File: config.mk
export PLATFORM = sky130hd
export DESIGN_NAME = dual_pipe_compositor
export DESIGN_NICKNAME = d
export VERILOG_FILES = /design/src/rtl/dpc_pkg.sv /design/src/rtl/dpc_layer_hit.sv /design/src/rtl/dpc_pipe_select.sv /design/src/rtl/dpc_blend.sv /design/src/rtl/dual_pipe_compositor.sv
export SDC_FILE = /design/constraint.sdc
export NUM_CORES = 2
export LEC_CHECK = 0
export BUFFER_PORTS_ARGS = -buffer_cell sky130_fd_sc_hd__clkbuf_2
export CAP_MARGIN = 10
export CORE_MARGIN = 10
export CORE_UTILIZATION = 30
export CTS_CLUSTER_SIZE = 24
export DETAILED_ROUTE_END_ITERATION = 16
export GPL_TIMING_DRIVEN = 0
export PLACE_DENSITY = 0.48
export SKIP_LAST_GASP = 1
export SYNTH_ARGS = -nofsm -noshare
export SYNTH_HDL_FRONTEND = slang
export SYNTH_SLANG_ARGS = --single-unit
export TNS_END_PERCENT = 20
File: constraint.sdc
create_clock -name clk_i -period 44.6 [get_ports clk_i]
set_input_delay 0 -clock clk_i [delete_from_list [all_inputs] [get_ports clk_i]]
set_output_delay 0 -clock clk_i [all_outputs]
set_load 0.01 [all_outputs]
File: src/rtl/dpc_pkg.sv
package dpc_pkg;
  typedef struct packed {
    logic [7:0]  alpha;
    logic [23:0] rgb;
  } pipe_px_t;

  // (a*t + (255-a)*b + 127) / 255
  function automatic logic [7:0] mix8(input logic [7:0] a, input logic [7:0] t,
                                      input logic [7:0] b);
    logic [16:0] s;
    s = 17'(a) * 17'(t) + 17'(8'd255 - a) * 17'(b) + 17'd127;
    return 8'(s / 17'd255);
  endfunction

  function automatic logic [23:0] mix24(input logic [7:0] a, input logic [23:0] t,
                                        input logic [23:0] b);
    return {mix8(a, t[23:16], b[23:16]), mix8(a, t[15:8], b[15:8]), mix8(a, t[7:0], b[7:0])};
  endfunction
endpackage

File: src/rtl/dpc_layer_hit.sv
module dpc_layer_hit #(
  parameter int CW = 12
) (
  input  logic          en_i,
  input  logic [CW-1:0] x_i,
  input  logic [CW-1:0] y_i,
  input  logic [CW-1:0] w_i,
  input  logic [CW-1:0] h_i,
  input  logic [CW-1:0] px_i,
  input  logic [CW-1:0] py_i,
  input  logic [31:0]   argb_i,
  input  logic [7:0]    galpha_i,
  input  logic          galpha_en_i,
  output logic          hit_o,
  output logic [7:0]    alpha_o,
  output logic [23:0]   rgb_o
);
  logic [CW:0] x_end, y_end;
  logic        in_x, in_y;

  assign x_end = {1'b0, x_i} + {1'b0, w_i};
  assign y_end = {1'b0, y_i} + {1'b0, h_i};
  assign in_x  = (px_i >= x_i) && ({1'b0, px_i} < x_end);
  assign in_y  = (py_i >= y_i) && ({1'b0, py_i} < y_end);
  assign hit_o = en_i && in_x && in_y;
  assign rgb_o = argb_i[23:0];

  // galpha scaling equals mix against zero
  assign alpha_o = galpha_en_i ? dpc_pkg::mix8(argb_i[31:24], galpha_i, 8'd0) : argb_i[31:24];
endmodule

File: src/rtl/dpc_pipe_select.sv
module dpc_pipe_select #(
  parameter int NL      = 4,
  parameter int PW      = 2,
  parameter bit PIPE_ID = 1'b0
) (
  input  logic              erratum_i,
  input  logic [NL-1:0]     hit_i,
  input  logic [NL-1:0]     pipe_i,
  input  logic [PW-1:0]     prio_i  [NL],
  input  logic [7:0]        alpha_i [NL],
  input  logic [23:0]       rgb_i   [NL],
  output dpc_pkg::pipe_px_t px_o
);
  logic          found;
  logic [PW-1:0] best_prio;
  logic [7:0]    best_a;
  logic [23:0]   best_rgb;
  logic          drop;

  always_comb begin
    found     = 1'b0;
    best_prio = '0;
    best_a    = '0;
    best_rgb  = '0;
    for (int i = 0; i < NL; i++) begin
      if (hit_i[i] && (pipe_i[i] == PIPE_ID) && (!found || prio_i[i] > best_prio)) begin
        found     = 1'b1;
        best_prio = prio_i[i];
        best_a    = alpha_i[i];
        best_rgb  = rgb_i[i];
      end
    end
  end

  generate
    if (PIPE_ID == 1'b0) begin : g_errata
      assign drop = erratum_i && (best_prio == '0) && (best_a != 8'hFF);
    end else begin : g_plain
      assign drop = 1'b0;
    end
  endgenerate

  assign px_o.alpha = (found && !drop) ? best_a : 8'd0;
  assign px_o.rgb   = best_rgb;
endmodule

File: src/rtl/dpc_blend.sv
module dpc_blend (
  input  dpc_pkg::pipe_px_t p0_i,
  input  dpc_pkg::pipe_px_t p1_i,
  input  logic [23:0]       bg_i,
  output logic [23:0]       rgb_o
);
  logic [23:0] lower;
  assign lower = dpc_pkg::mix24(p0_i.alpha, p0_i.rgb, bg_i);
  assign rgb_o = dpc_pkg::mix24(p1_i.alpha, p1_i.rgb, lower);
endmodule

File: src/rtl/dual_pipe_compositor.sv
module dual_pipe_compositor #(
  parameter int CW = 12,
  parameter int NL = 4
) (
  input  logic             clk_i,
  input  logic             rst_ni,
  input  logic [CW-1:0]    disp_w_i,
  input  logic [CW-1:0]    disp_h_i,
  input  logic             bg_we_i,
  input  logic [23:0]      bg_color_i,
  input  logic             erratum_en_i,
  input  logic [NL-1:0]    lay_en_i,
  input  logic [NL-1:0]    lay_pipe_i,
  input  logic [2*NL-1:0]  lay_prio_i,
  input  logic [CW*NL-1:0] lay_x_i,
  input  logic [CW*NL-1:0] lay_y_i,
  input  logic [CW*NL-1:0] lay_w_i,
  input  logic [CW*NL-1:0] lay_h_i,
  input  logic [8*NL-1:0]  lay_galpha_i,
  input  logic [NL-1:0]    lay_galpha_en_i,
  input  logic [32*NL-1:0] lay_argb_i,
  input  logic             pix_valid_i,
  input  logic [CW-1:0]    pix_x_i,
  input  logic [CW-1:0]    pix_y_i,
  output logic             pix_valid_o,
  output logic [23:0]      pix_rgb_o
);
  import dpc_pkg::*;
  localparam int PW = 2;

  logic [23:0]   bg_q;
  logic [NL-1:0] hit;
  logic [7:0]    alpha [NL];
  logic [23:0]   rgb   [NL];
  logic [PW-1:0] prio  [NL];
  pipe_px_t      pipe_px [2];
  pipe_px_t      p0_q, p1_q;
  logic          v1_q;
  logic [23:0]   blend_rgb;
  logic          in_disp;

  always_ff @(posedge clk_i or negedge rst_ni) begin
    if (!rst_ni)      bg_q <= '0;
    else if (bg_we_i) bg_q <= bg_color_i;
  end

  generate
    for (genvar i = 0; i < NL; i++) begin : g_layer
      assign prio[i] = lay_prio_i[PW*i +: PW];
      dpc_layer_hit #(.CW(CW)) u_hit (
        .en_i       (lay_en_i[i]),
        .x_i        (lay_x_i[CW*i +: CW]),
        .y_i        (lay_y_i[CW*i +: CW]),
        .w_i        (lay_w_i[CW*i +: CW]),
        .h_i        (lay_h_i[CW*i +: CW]),
        .px_i       (pix_x_i),
        .py_i       (pix_y_i),
        .argb_i     (lay_argb_i[32*i +: 32]),
        .galpha_i   (lay_galpha_i[8*i +: 8]),
        .galpha_en_i(lay_galpha_en_i[i]),
        .hit_o      (hit[i]),
        .alpha_o    (alpha[i]),
        .rgb_o      (rgb[i])
      );
    end
    for (genvar p = 0; p < 2; p++) begin : g_pipe
      dpc_pipe_select #(.NL(NL), .PW(PW), .PIPE_ID(p[0])) u_sel (
        .erratum_i(erratum_en_i),
        .hit_i    (hit),
        .pipe_i   (lay_pipe_i),
        .prio_i   (prio),
        .alpha_i  (alpha),
        .rgb_i    (rgb),
        .px_o     (pipe_px[p])
      );
    end
  endgenerate

  assign in_disp = (pix_x_i < disp_w_i) && (pix_y_i < disp_h_i);

  // stage 1: per-pipe winners
  always_ff @(posedge clk_i or negedge rst_ni) begin
    if (!rst_ni) begin
      v1_q <= 1'b0;
      p0_q <= '0;
      p1_q <= '0;
    end else begin
      v1_q <= pix_valid_i && in_disp;
      p0_q <= pipe_px[0];
      p1_q <= pipe_px[1];
    end
  end

  dpc_blend u_blend (
    .p0_i (p0_q),
    .p1_i (p1_q),
    .bg_i (bg_q),
    .rgb_o(blend_rgb)
  );

  // stage 2: blended output
  always_ff @(posedge clk_i or negedge rst_ni) begin
    if (!rst_ni) begin
      pix_valid_o <= 1'b0;
      pix_rgb_o   <= '0;
    end else begin
      pix_valid_o <= v1_q;
      pix_rgb_o   <= blend_rgb;
    end
  end
endmodule

==> flow_metrics.tcl <==
set metrics [dict create \
    insertion_delay_ps 550 \
    hp-class "input port to register" \
    track_usage_pct 19.0 \
    synth_top_cell_area_share_pct 21.8 \
    startpoint "p0_q[28]$_DFF_PN0_" \
    drt_pre_antenna_iters 6 \
    path_delay_family "compound AO/OA/AOI/OAI gates" \
    globalplace.congestion 0.913 \
    routed_wl_um 258000 \
    yosys_register_bits 114 \
    cts.clk_slew.worst_paths_ps 80 \
    slew_viol_final 0 \
    initial_core_util_pct 30.2 \
    path_class "register to register" \
    max_stage_delay_ps 1010 \
    worst_pin_slew_ps 1210 \
    synth_warnings 0 \
    htree_levels 4 \
    placed_cells 13100 \
    status "completed" \
    fillers 26100 \
    endpoint_kind "register" \
    hold_start "bg_we_i" \
    grt_pass1_wl_um 407000 \
    crit_buf_inv 15 \
    drive_gt1_share_pct 8.61 \
    cts_tree "yes" \
    synth-main-ff-cell "dfrtp_1" \
    rsz0062_at_grt "false" \
    cap_violations 0 \
    ys_top_cells_by_count "inv_1, nand2_1, ha_1" \
    period_share_pct 66.0 \
    drt_iter0_drc 4693 \
    die_area_mm2 0.265 \
    fin_cells 13200 \
    antenna_found_initial 49 \
    io_buffers 436 \
    ios 474 \
    area_delta_synth_final_pct 10.6 \
    synth.cell_area_mm2 0.0735 \
    synth_top_cell_by_area "fa_1" \
    root_buffer "clkbuf_16" \
    grt.overflow.total 0 \
    dp_hpwl_um 220000 \
    clock_skew_ps 35.2 \
    synth_seq_area_share_pct 3.88 \
    fin_util_pct 33.4 \
    rows 181 \
    fp.dieH_um 515 \
    synth-edff-count 0 \
    r2r-start "p0_q[28]$_DFF_PN0_" \
    nNetsFinal 12100 \
    final.min_clock_period_ps 29440 \
    final-hold-violation-count 0 \
    clock.fmax_mhz 34.0 \
    drc_errors 0 \
    whs_ps 83.6 \
    num_vias 70500 \
    ys_async_sr_fraction_pct 100 \
    drtAntennaViolNets 0 \
    yosysMostFrequentCell "inv_1" \
    setup_viol 0 \
    crit_fanout 10 \
    max-clock-path-buffers 2 \
    cp.required_ps 45040 \
    avgRoutedWirePerCell_um 19.5 \
    path_common_cell "fa_1" \
    synthTopCellsByArea "fa_1, ha_1, inv_1, nand2_1, dfrtp_1" \
    syn_inst 9444 \
    grt_pass1_vias 71300 \
    cp_slowest_cell "a2111oi_1" \
    startpoint_type "register" \
    maxSlewHeadroom_pct 18.5 \
    die-width_um 515 \
    grt_start_max_net_pins 87 \
    numCtsBuffers 17 \
    synth.distinct_cells 148 \
    arrival_ps 29880 \
    tns_ps 0 \
    viasPerCell 5.33 \
    clock-sinks 114 \
    core_area_mm2 0.243 \
    syn_avg_cell_area_um2 7.78 \
    syn_nets 11500 \
]
## metal layers
metal	wire, um	vias up	GRT usage (%)
met1	112000	34400	24.1
met3	10900	316	2.08
met5	68	-	0
li1	-	34100	-
met2	125000	1695	33.0
met4	9650	12	7.05
## area by class of cell
type | instances | area (um^2) | share of cell area (%)
multi-input cells | 7755 | 64500 | 79.4
diodes | 21 | 52.6 | 0.0647
flip-flops and latches | 114 | 2850 | 3.51
repair buffers | 528 | 3120 | 3.84
inverters | 1252 | 4700 | 5.79
clock buffers | 18 | 429 | 0.528
plain buffers | 323 | 1400 | 1.72
clock inverters | 14 | 144 | 0.177
well taps | 3202 | 4010 | 4.93
## worst register-to-register path: cells and delay by family (launching register included)
| kind | cells | cell delay, ps |
|---|---|---|
| flops | 1 | 430 |
| mux | 1 | 440 |
| buf+inv | 15 | 2750 |
| fa+ha+maj | 15 | 7030 |
| compound gates | 29 | 10590 |
| simple gates | 21 | 7640 |
| xor+xnor | 2 | 460 |
## kinds of logic (layout without fill, tap and decap cells)
group | after synthesis | count (layout) | share of synthesized area [%]
and+or+nand+nor | 3316 | 3316 | 23.6
xor gates and xnor gates | 347 | 347 | 4.22
buffers and inverters | 1575 | 2135 | 8.30
other | 0 | 21 | 0
DFF | 114 | 114 | 3.88
muxes | 143 | 143 | 2.07
adders and majority gates | 1656 | 1656 | 36.3
AOI/OAI and AO/OA | 2293 | 2293 | 21.6
## path summary, 6_finish.rpt
path / endpoint / slack, ps / cells past startpoint
setup / recovery: pix_rgb_o[0]$_DFF_PN0_ / 15160 / 83
hold / removal: bg_q[2]$_DFFE_PN0P_ / 80 / 2
setup reg to reg: pix_rgb_o[0]$_DFF_PN0_ / 15160 / 83
hold reg to reg: pix_valid_o$_DFF_PN0_ / 350 / 0
max in group asynchronous: bg_q[10]$_DFFE_PN0P_ / 43410 / 4
min in group asynchronous: pix_rgb_o[19]$_DFF_PN0_ / 570 / 4
## sequential cells by signal, indices dropped and copies added (netlist names)
| name | flops |
|---|---|
| pix_valid_o | 1 |
| bg_q | 24 |
| v1_q | 1 |
| pix_rgb_o | 24 |
| p1_q | 32 |
| p0_q | 32 |
## placed cells by master (no fill, tap or decap), drive strengths merged, types with 46 or more instances in the layout
cell,count
a211o,46
a211oi,100
a21o,146
a21oi,460
a31oi,97
and2,333
and3,88
buf,50
clkbuf,738
dfrtp,114
dlygate4sd3,81
fa,800
ha,842
inv,1260
mux2,66
mux2i,77
nand2,873
nand2b,245
nand3,307
nand4,86
nor2,482
nor2b,239
nor3,201
nor4,85
o211ai,110
o21a,114
o21ai,504
o21bai,80
o31ai,65
or2,108
or3,86
xnor2,241
xor2,104
## stage by stage
stage	setup slack [ps]	cell area (um^2)
2_1_floorplan	20860	73500
3_3_place_gp	15610	79700
3_5_place_dp	15500	79800
4_1_cts	15400	81200
5_1_grt	13070	81200
6_report	15160	81200
## repair_timing
action                    CTS  global route
hold endpoints to repair  177             0
hold buffers               82             0
buffers inserted            0             0
gates resized for setup     0             0
Power is left out: the tool's default activity adds up to more than one toggle a clock period on the data nets, which glitch-free logic cannot reach.
